==> src/rtl/smm_win_pkg.sv <==
package smm_win_pkg;

    localparam int ADDR_W     = 32;
    localparam int PAGE_SHIFT = 12;
    localparam int PAGE_W     = ADDR_W - PAGE_SHIFT;
    localparam int CODE_W     = 4;
    localparam int BYTE_W     = 8;

    localparam logic [BYTE_W-1:0] IDX_BASE_HI  = 8'hCD;
    localparam logic [BYTE_W-1:0] IDX_BASE_MID = 8'hCE;
    localparam logic [BYTE_W-1:0] IDX_BASE_LO  = 8'hCF;

    localparam logic [CODE_W-1:0] CODE_OFF = 4'h0;
    localparam logic [CODE_W-1:0] CODE_ALL = 4'hF;

    typedef struct packed {
        logic [PAGE_W-1:0] base;
        logic [CODE_W-1:0] code;
    } win_cfg_t;

    typedef struct packed {
        logic smi_en;
        logic smm_acc;
        logic main_acc;
    } ovr_t;

    typedef enum logic {
        ROUTE_MAIN = 1'b0,
        ROUTE_SMM  = 1'b1
    } route_e;

    // Page bits that take part in the compare for a given size code.
    function automatic logic [PAGE_W-1:0] keep_mask(input logic [CODE_W-1:0] code);
        logic [PAGE_W-1:0] m;
        if (code == CODE_ALL)
            m = '0;
        else if (code == CODE_OFF)
            m = '1;
        else
            m = ~((PAGE_W'(1) << (code - 4'd1)) - PAGE_W'(1));
        return m;
    endfunction

    function automatic logic code_enabled(input logic [CODE_W-1:0] code);
        return code != CODE_OFF;
    endfunction

endpackage

==> src/rtl/smm_win_regs.sv <==
module smm_win_regs
    import smm_win_pkg::*;
(
    input  logic              clk,
    input  logic              rst,
    input  logic              cfg_we,
    input  logic [BYTE_W-1:0] cfg_idx,
    input  logic [BYTE_W-1:0] cfg_wdata,
    output win_cfg_t          cfg
);

    localparam int LO_W = PAGE_W - 2 * BYTE_W;

    logic [BYTE_W-1:0] base_hi_q;
    logic [BYTE_W-1:0] base_mid_q;
    logic [LO_W-1:0]   base_lo_q;
    logic [CODE_W-1:0] code_q;

    always_ff @(posedge clk) begin
        if (rst) begin
            base_hi_q  <= '0;
            base_mid_q <= '0;
            base_lo_q  <= '0;
            code_q     <= CODE_OFF;
        end else if (cfg_we) begin
            case (cfg_idx)
                IDX_BASE_HI:  base_hi_q  <= cfg_wdata;
                IDX_BASE_MID: base_mid_q <= cfg_wdata;
                IDX_BASE_LO: begin
                    base_lo_q <= cfg_wdata[BYTE_W-1 -: LO_W];
                    code_q    <= cfg_wdata[CODE_W-1:0];
                end
                default: ;
            endcase
        end
    end

    assign cfg.base = {base_hi_q, base_mid_q, base_lo_q};
    assign cfg.code = code_q;

    AST_SIZE_LOADS: assert property (@(posedge clk) disable iff (rst)
        (cfg_we && cfg_idx == IDX_BASE_LO) |=> cfg.code == $past(cfg_wdata[CODE_W-1:0]))
        else $error("size code not loaded");
    AST_FOREIGN_IDX_HOLDS: assert property (@(posedge clk) disable iff (rst)
        (cfg_we && cfg_idx != IDX_BASE_HI && cfg_idx != IDX_BASE_MID && cfg_idx != IDX_BASE_LO)
        |=> $stable(cfg))
        else $error("foreign index changed window");
    AST_RESET_OFF: assert property (@(posedge clk)
        $past(rst) |-> cfg.code == CODE_OFF)
        else $error("window not off after reset");

endmodule

==> src/rtl/smm_win_match.sv <==
module smm_win_match
    import smm_win_pkg::*;
(
    input  logic              clk,
    input  logic              rst,
    input  logic [PAGE_W-1:0] page,
    input  win_cfg_t          cfg,
    output logic              hit
);

    logic [PAGE_W-1:0] mask;
    logic [PAGE_W-1:0] diff;

    always_comb begin
        mask = keep_mask(cfg.code);
        diff = (page ^ cfg.base) & mask;
        hit  = code_enabled(cfg.code) && (diff == '0);
    end

    AST_OFF_NEVER_HITS: assert property (@(posedge clk) disable iff (rst)
        (cfg.code == CODE_OFF) |-> !hit)
        else $error("disabled window hit");
    AST_FULL_SPACE_HITS: assert property (@(posedge clk) disable iff (rst)
        (cfg.code == CODE_ALL) |-> hit)
        else $error("full-space window missed");
    AST_EXACT_BASE_HITS: assert property (@(posedge clk) disable iff (rst)
        (code_enabled(cfg.code) && page == cfg.base) |-> hit)
        else $error("base page missed");

endmodule

==> src/rtl/smm_win_route.sv <==
module smm_win_route
    import smm_win_pkg::*;
#(
    parameter bit REG_OUT = 1'b0
) (
    input  logic clk,
    input  logic rst,
    input  logic hit,
    input  logic is_data,
    input  logic in_smm,
    input  logic smi_in,
    input  ovr_t ovr,
    output logic smm_sel,
    output logic smi_req
);

    route_e route_d;
    logic   smi_d;

    always_comb begin
        route_d = ROUTE_MAIN;
        if (hit) begin
            if (ovr.smm_acc)
                route_d = ROUTE_SMM;
            else if (in_smm && !(ovr.main_acc && is_data))
                route_d = ROUTE_SMM;
        end
        smi_d = smi_in && ovr.smi_en && !ovr.smm_acc;
    end

    generate
        if (REG_OUT) begin : g_reg
            logic sel_q;
            logic smi_q;
            always_ff @(posedge clk) begin
                if (rst) begin
                    sel_q <= 1'b0;
                    smi_q <= 1'b0;
                end else begin
                    sel_q <= (route_d == ROUTE_SMM);
                    smi_q <= smi_d;
                end
            end
            assign smm_sel = sel_q;
            assign smi_req = smi_q;
        end else begin : g_comb
            assign smm_sel = (route_d == ROUTE_SMM);
            assign smi_req = smi_d;
        end
    endgenerate

    AST_MISS_GOES_MAIN: assert property (@(posedge clk) disable iff (rst)
        !hit |-> route_d == ROUTE_MAIN)
        else $error("miss routed to smm");
    AST_OUTSIDE_MODE_MAIN: assert property (@(posedge clk) disable iff (rst)
        (!in_smm && !ovr.smm_acc) |-> route_d == ROUTE_MAIN)
        else $error("smm memory used outside mode");
    AST_SMM_ACC_WINS: assert property (@(posedge clk) disable iff (rst)
        (hit && ovr.smm_acc) |-> route_d == ROUTE_SMM)
        else $error("smm access override lost");
    AST_FETCH_IGNORES_MAIN: assert property (@(posedge clk) disable iff (rst)
        (hit && in_smm && !is_data) |-> route_d == ROUTE_SMM)
        else $error("code fetch sent to main");
    AST_SMI_GATED: assert property (@(posedge clk) disable iff (rst)
        (!ovr.smi_en || ovr.smm_acc) |-> !smi_d)
        else $error("interrupt leaked");

endmodule

==> src/rtl/smm_window_decode.sv <==
module smm_window_decode
    import smm_win_pkg::*;
#(
    parameter bit REG_OUT = 1'b0
) (
    input  logic        clk,
    input  logic        rst,
    input  logic        cfg_we,
    input  logic [7:0]  cfg_idx,
    input  logic [7:0]  cfg_wdata,
    input  logic [31:0] acc_addr,
    input  logic        acc_is_data,
    input  logic        cpu_in_smm,
    input  logic        smi_in,
    input  logic        smi_en,
    input  logic        smm_acc_ovr,
    input  logic        main_acc_ovr,
    output logic        smm_sel,
    output logic        smi_req
);

    win_cfg_t cfg;
    ovr_t     ovr;
    logic     hit;
    logic     unused_offset;

    assign unused_offset = ^acc_addr[PAGE_SHIFT-1:0];
    assign ovr.smi_en   = smi_en;
    assign ovr.smm_acc  = smm_acc_ovr;
    assign ovr.main_acc = main_acc_ovr;

    smm_win_regs u_regs (
        .clk       (clk),
        .rst       (rst),
        .cfg_we    (cfg_we),
        .cfg_idx   (cfg_idx),
        .cfg_wdata (cfg_wdata),
        .cfg       (cfg)
    );

    smm_win_match u_match (
        .clk  (clk),
        .rst  (rst),
        .page (acc_addr[ADDR_W-1:PAGE_SHIFT]),
        .cfg  (cfg),
        .hit  (hit)
    );

    smm_win_route #(.REG_OUT(REG_OUT)) u_route (
        .clk     (clk),
        .rst     (rst),
        .hit     (hit),
        .is_data (acc_is_data),
        .in_smm  (cpu_in_smm),
        .smi_in  (smi_in),
        .ovr     (ovr),
        .smm_sel (smm_sel),
        .smi_req (smi_req)
    );

endmodule

==> config.mk <==
export PLATFORM = sky130hd
export DESIGN_NAME = smm_window_decode
export DESIGN_NICKNAME = d
export VERILOG_FILES = /design/src/rtl/smm_win_pkg.sv /design/src/rtl/smm_win_regs.sv /design/src/rtl/smm_win_match.sv /design/src/rtl/smm_win_route.sv /design/src/rtl/smm_window_decode.sv
export SDC_FILE = /design/constraint.sdc
export NUM_CORES = 1
export LEC_CHECK = 0
export ABC_CLOCK_PERIOD_IN_PS = 8100
export BUFFER_PORTS_ARGS = -buffer_cell sky130_fd_sc_hd__buf_2
export CORE_ASPECT_RATIO = 0.9
export CORE_MARGIN = 3
export CORE_UTILIZATION = 51
export DETAILED_ROUTE_END_ITERATION = 6
export GPL_TIMING_DRIVEN = 0
export PLACE_DENSITY = 0.86
export SETUP_SLACK_MARGIN = 0.2
export SLEW_MARGIN = 15
export SYNTH_ARGS = -nofsm -noshare
export SYNTH_HDL_FRONTEND = slang
export SYNTH_HIERARCHICAL = 1
export SYNTH_SLANG_ARGS = --single-unit
==> constraint.sdc <==
create_clock -name clk -period 8.1 [get_ports clk]
set_input_delay 0.81 -clock clk [delete_from_list [all_inputs] [get_ports clk]]
set_output_delay 0.81 -clock clk [all_outputs]
set_load 0.03 [all_outputs]
==> flow_metrics.py <==
metrics = {
    "sta": {
        "worstMarginPinSlew_ns": 0.411,
        "max_freq_mhz": 221,
        "slew_headroom_pct": 72.3,
        "rsz0062_at_grt": "no",
        "finClkSkew_ns": 0,
        "final-hold-violation-count": 0,
        "setup_viol_count_final": 0,
        "fin_setup_tns_ns": 0,
        "finalCritPeriodShare_pct": 55.9,
        "drv_slew": 0,
        "worst_slack_ns": 3.57,
        "min_period_ns": 4.53,
    },
    "floorplanning": {
        "fp.dieW_um": 66.3,
        "die-area_mm2": 0.00399,
        "core_area_mm2": 0.00309,
        "initial_core_util_pct": 54.0,
        "io_pins": 59,
        "die_h_um": 60.3,
        "core.rowCount": 19,
    },
    "power": {
        "power.density_mw_per_mm2": 106,
        "intPower_mw": 0.162,
        "power_frac_comb_pct": 14.5,
        "max-vdd-ir-drop_uv": 85.7,
        "leakage_nw": 0.941,
        "clockPowerShare_pct": 29.3,
        "p_switching_mw": 0.0484,
        "p_seq_share_pct": 56.3,
        "switching_share_pct": 23.0,
    },
    "synthesis": {
        "syn_area_per_cell_um2": 9.11,
        "syn_nets": 241,
        "syn_area_mm2": 0.00167,
        "seq_area_frac_synth_pct": 28.8,
        "synthFlopType": "dfxtp_1",
        "synthTopCellsByCount": "nand2b_1 (32), mux2i_1 (25), dfxtp_1 (24)",
        "async_flop_share_pct": 0,
        "yosysUniqueCellTypes": 42,
        "yosys_warnings": 6,
        "synthTopCellsByArea": "dfxtp_1 (29%), mux2i_1 (15%), nand2b_1 (12%)",
        "ys_ff_latch": 24,
        "synth-edff-count": 0,
        "syn_inst": 183,
        "netlist.area_leader.share_pct": 28.8,
        "yosysTopAreaCell": "dfxtp_1",
        "yosysMostFrequentCell": "nand2b_1",
    },
    "grt": {
        "overflow": 0,
        "grt_max_degree": 14,
        "grt_pass1_wl_um": 6180,
        "grt_pass1_vias": 1386,
        "antenna_found_initial": 0,
        "grt.total_usage_pct": 20.4,
    },
    "placed_design": {
        "hpwl_um": 3060,
        "place_area_mm2": 0.00195,
        "pre_cts_slack_ns": 3.96,
        "place.gp.congestion": 0.920,
        "port-buffer-count": 46,
    },
    "setup_path": {
        "worstSetupEndpointType": "output pin",
        "critical_path_required_ns": 7.29,
        "crit_arrival_ns": 3.72,
        "path_class": "flip-flop to output pin",
        "critPathLaunchType": "flip-flop",
        "crit_fanout": 10,
    },
    "clock_network": {
        "hold_buffers": 0,
        "cts.htree.levels": 1,
        "cts.sinks": 24,
        "cts_made_buffers": 3,
        "clockBufferDepth": 2,
        "cts_tree": "done",
        "clock_latency_ns": 0.30,
        "cts-resized-gates": 0,
        "cts-root-buf": "clkbuf_4",
        "clkTransAtPathRegs_ns": 0.12,
        "post-cts-setup-buffers": 0,
    },
    "status": {
        "status": "finished clean",
    },
    "worst_hold_path": {
        "hp-class": "flip-flop to flip-flop",
    },
    "job": {
        "cap_violations": 0,
    },
    "detailed_routing": {
        "drt_first_iter_violations": 112,
        "avgViaCountPerCell": 5.32,
        "num_vias": 1462,
        "drc_errors": 0,
        "wl_per_cell_um": 14.0,
        "drt_wl_total_um": 3850,
        "ant_nets": 0,
        "first_pass_iters": 4,
    },
    "layout": {
        "syn_to_final_growth_pct": 19.1,
        "diodes": 0,
        "final_util_pct": 64.3,
        "drive_above_1_share_pct": 28.8,
        "final_area_mm2": 0.00199,
        "nets": 292,
    },
}
[metrics by stage]
stage	power [mW]	hold WS, ns	cells
2_1_floorplan	0.135	0.453	183
3_3_place_gp	0.150	0.465	271
3_5_place_dp	0.151	0.476	271
4_1_cts	0.212	0.496	275
5_1_grt	0.221	0.514	275
6_report	0.210	0.495	275
[final timing paths]
check | from | end | slack [ns] | cells after the start
setup / recovery | u_regs/code_q[2] | smm_sel | 3.57 | 15
setup reg to reg | u_regs/code_q[3] | u_regs/code_q[3] | 7.33 | 2
hold reg to reg | u_regs/code_q[0] | u_regs/code_q[0] | 0.50 | 2
hold / removal | u_regs/code_q[0] | u_regs/code_q[0] | 0.50 | 2
[state kept, by name, summed over array words and instances (netlist names)]
signal,cells
u_regs/code_q,4
u_regs/base_mid_q,8
u_regs/base_hi_q,8
u_regs/base_lo_q,4
[final cells by class]
type / count / area [µm²]
plain buffers: 12 / 82.6
clock buffers: 4 / 36.3
fillers: 276 / 1100
inverters: 2 / 7.51
multi-input cells: 145 / 1100
flip-flops and latches: 24 / 480
well taps: 42 / 52.6
repair buffers: 46 / 230
[routing by layer]
layer  share of wire [%]  global-route usage, %  up-vias
met4                 2.0                   8.41        0
li1                    -                      -      750
met2                  46                   32.5       46
met3                 5.7                   3.01        9
met5                   0                      0        -
met1                  46                   27.6      657
[power by group through the flow]
stage | logic, mW | registers [mW] | clock network [mW]
2_1_floorplan | 0.0146 | 0.121 | 0
3_3_place_gp | 0.0294 | 0.121 | 0
3_5_place_dp | 0.0304 | 0.121 | 0
4_1_cts | 0.0304 | 0.118 | 0.0636
5_1_grt | 0.0332 | 0.118 | 0.0696
6_report | 0.0304 | 0.118 | 0.0615
[kinds of logic after synthesis]
logic type               after synthesis  share of synthesized area [%]
AO/OA/AOI/OAI                         29                           12.5
XOR/XNOR                              21                           11.0
adder cells (fa/ha/maj)                1                          0.750
buffers and inverters                 14                           5.40
flip-flops                            24                           28.8
multiplexers                          25                           15.0
AND/OR/NAND/NOR                       69                           26.5
[cells in the final DEF (no fill, tap or decap), types with 2 or more instances in the layout]
cell,n
nand4_4,2
inv_1,2
nand3_1,2
o211ai_1,3
xnor2_1,12
nand4_1,2
buf_4,3
xor2_1,9
nand2_1,9
nor3_1,2
and2_1,3
clkbuf_1,3
buf_6,3
nor2_1,6
dfxtp_1,24
o21a_1,2
nand2b_1,32
o21ai_0,4
clkbuf_4,3
buf_2,49
a31oi_1,2
o22a_1,2
a21oi_1,7
and4b_1,2
nor4_1,2
mux2i_1,25
[worst max-delay path, stage by stage, from the launching register on]
cell       delay [ns]
dfxtp_1          0.34
buf_6            0.14
buf_2            0.18
nor3_1           0.32
nand2_1          0.10
ha_1             0.21
buf_2            0.17
nor4b_1          0.24
o21ai_0          0.11
o211ai_1         0.09
o211ai_1         0.12
or4_1            0.56
a2111oi_2        0.37
o21ai_1          0.11
a31oi_1          0.14
buf_2            0.21
No activity file was read; power rests on OpenSTA's default activity.
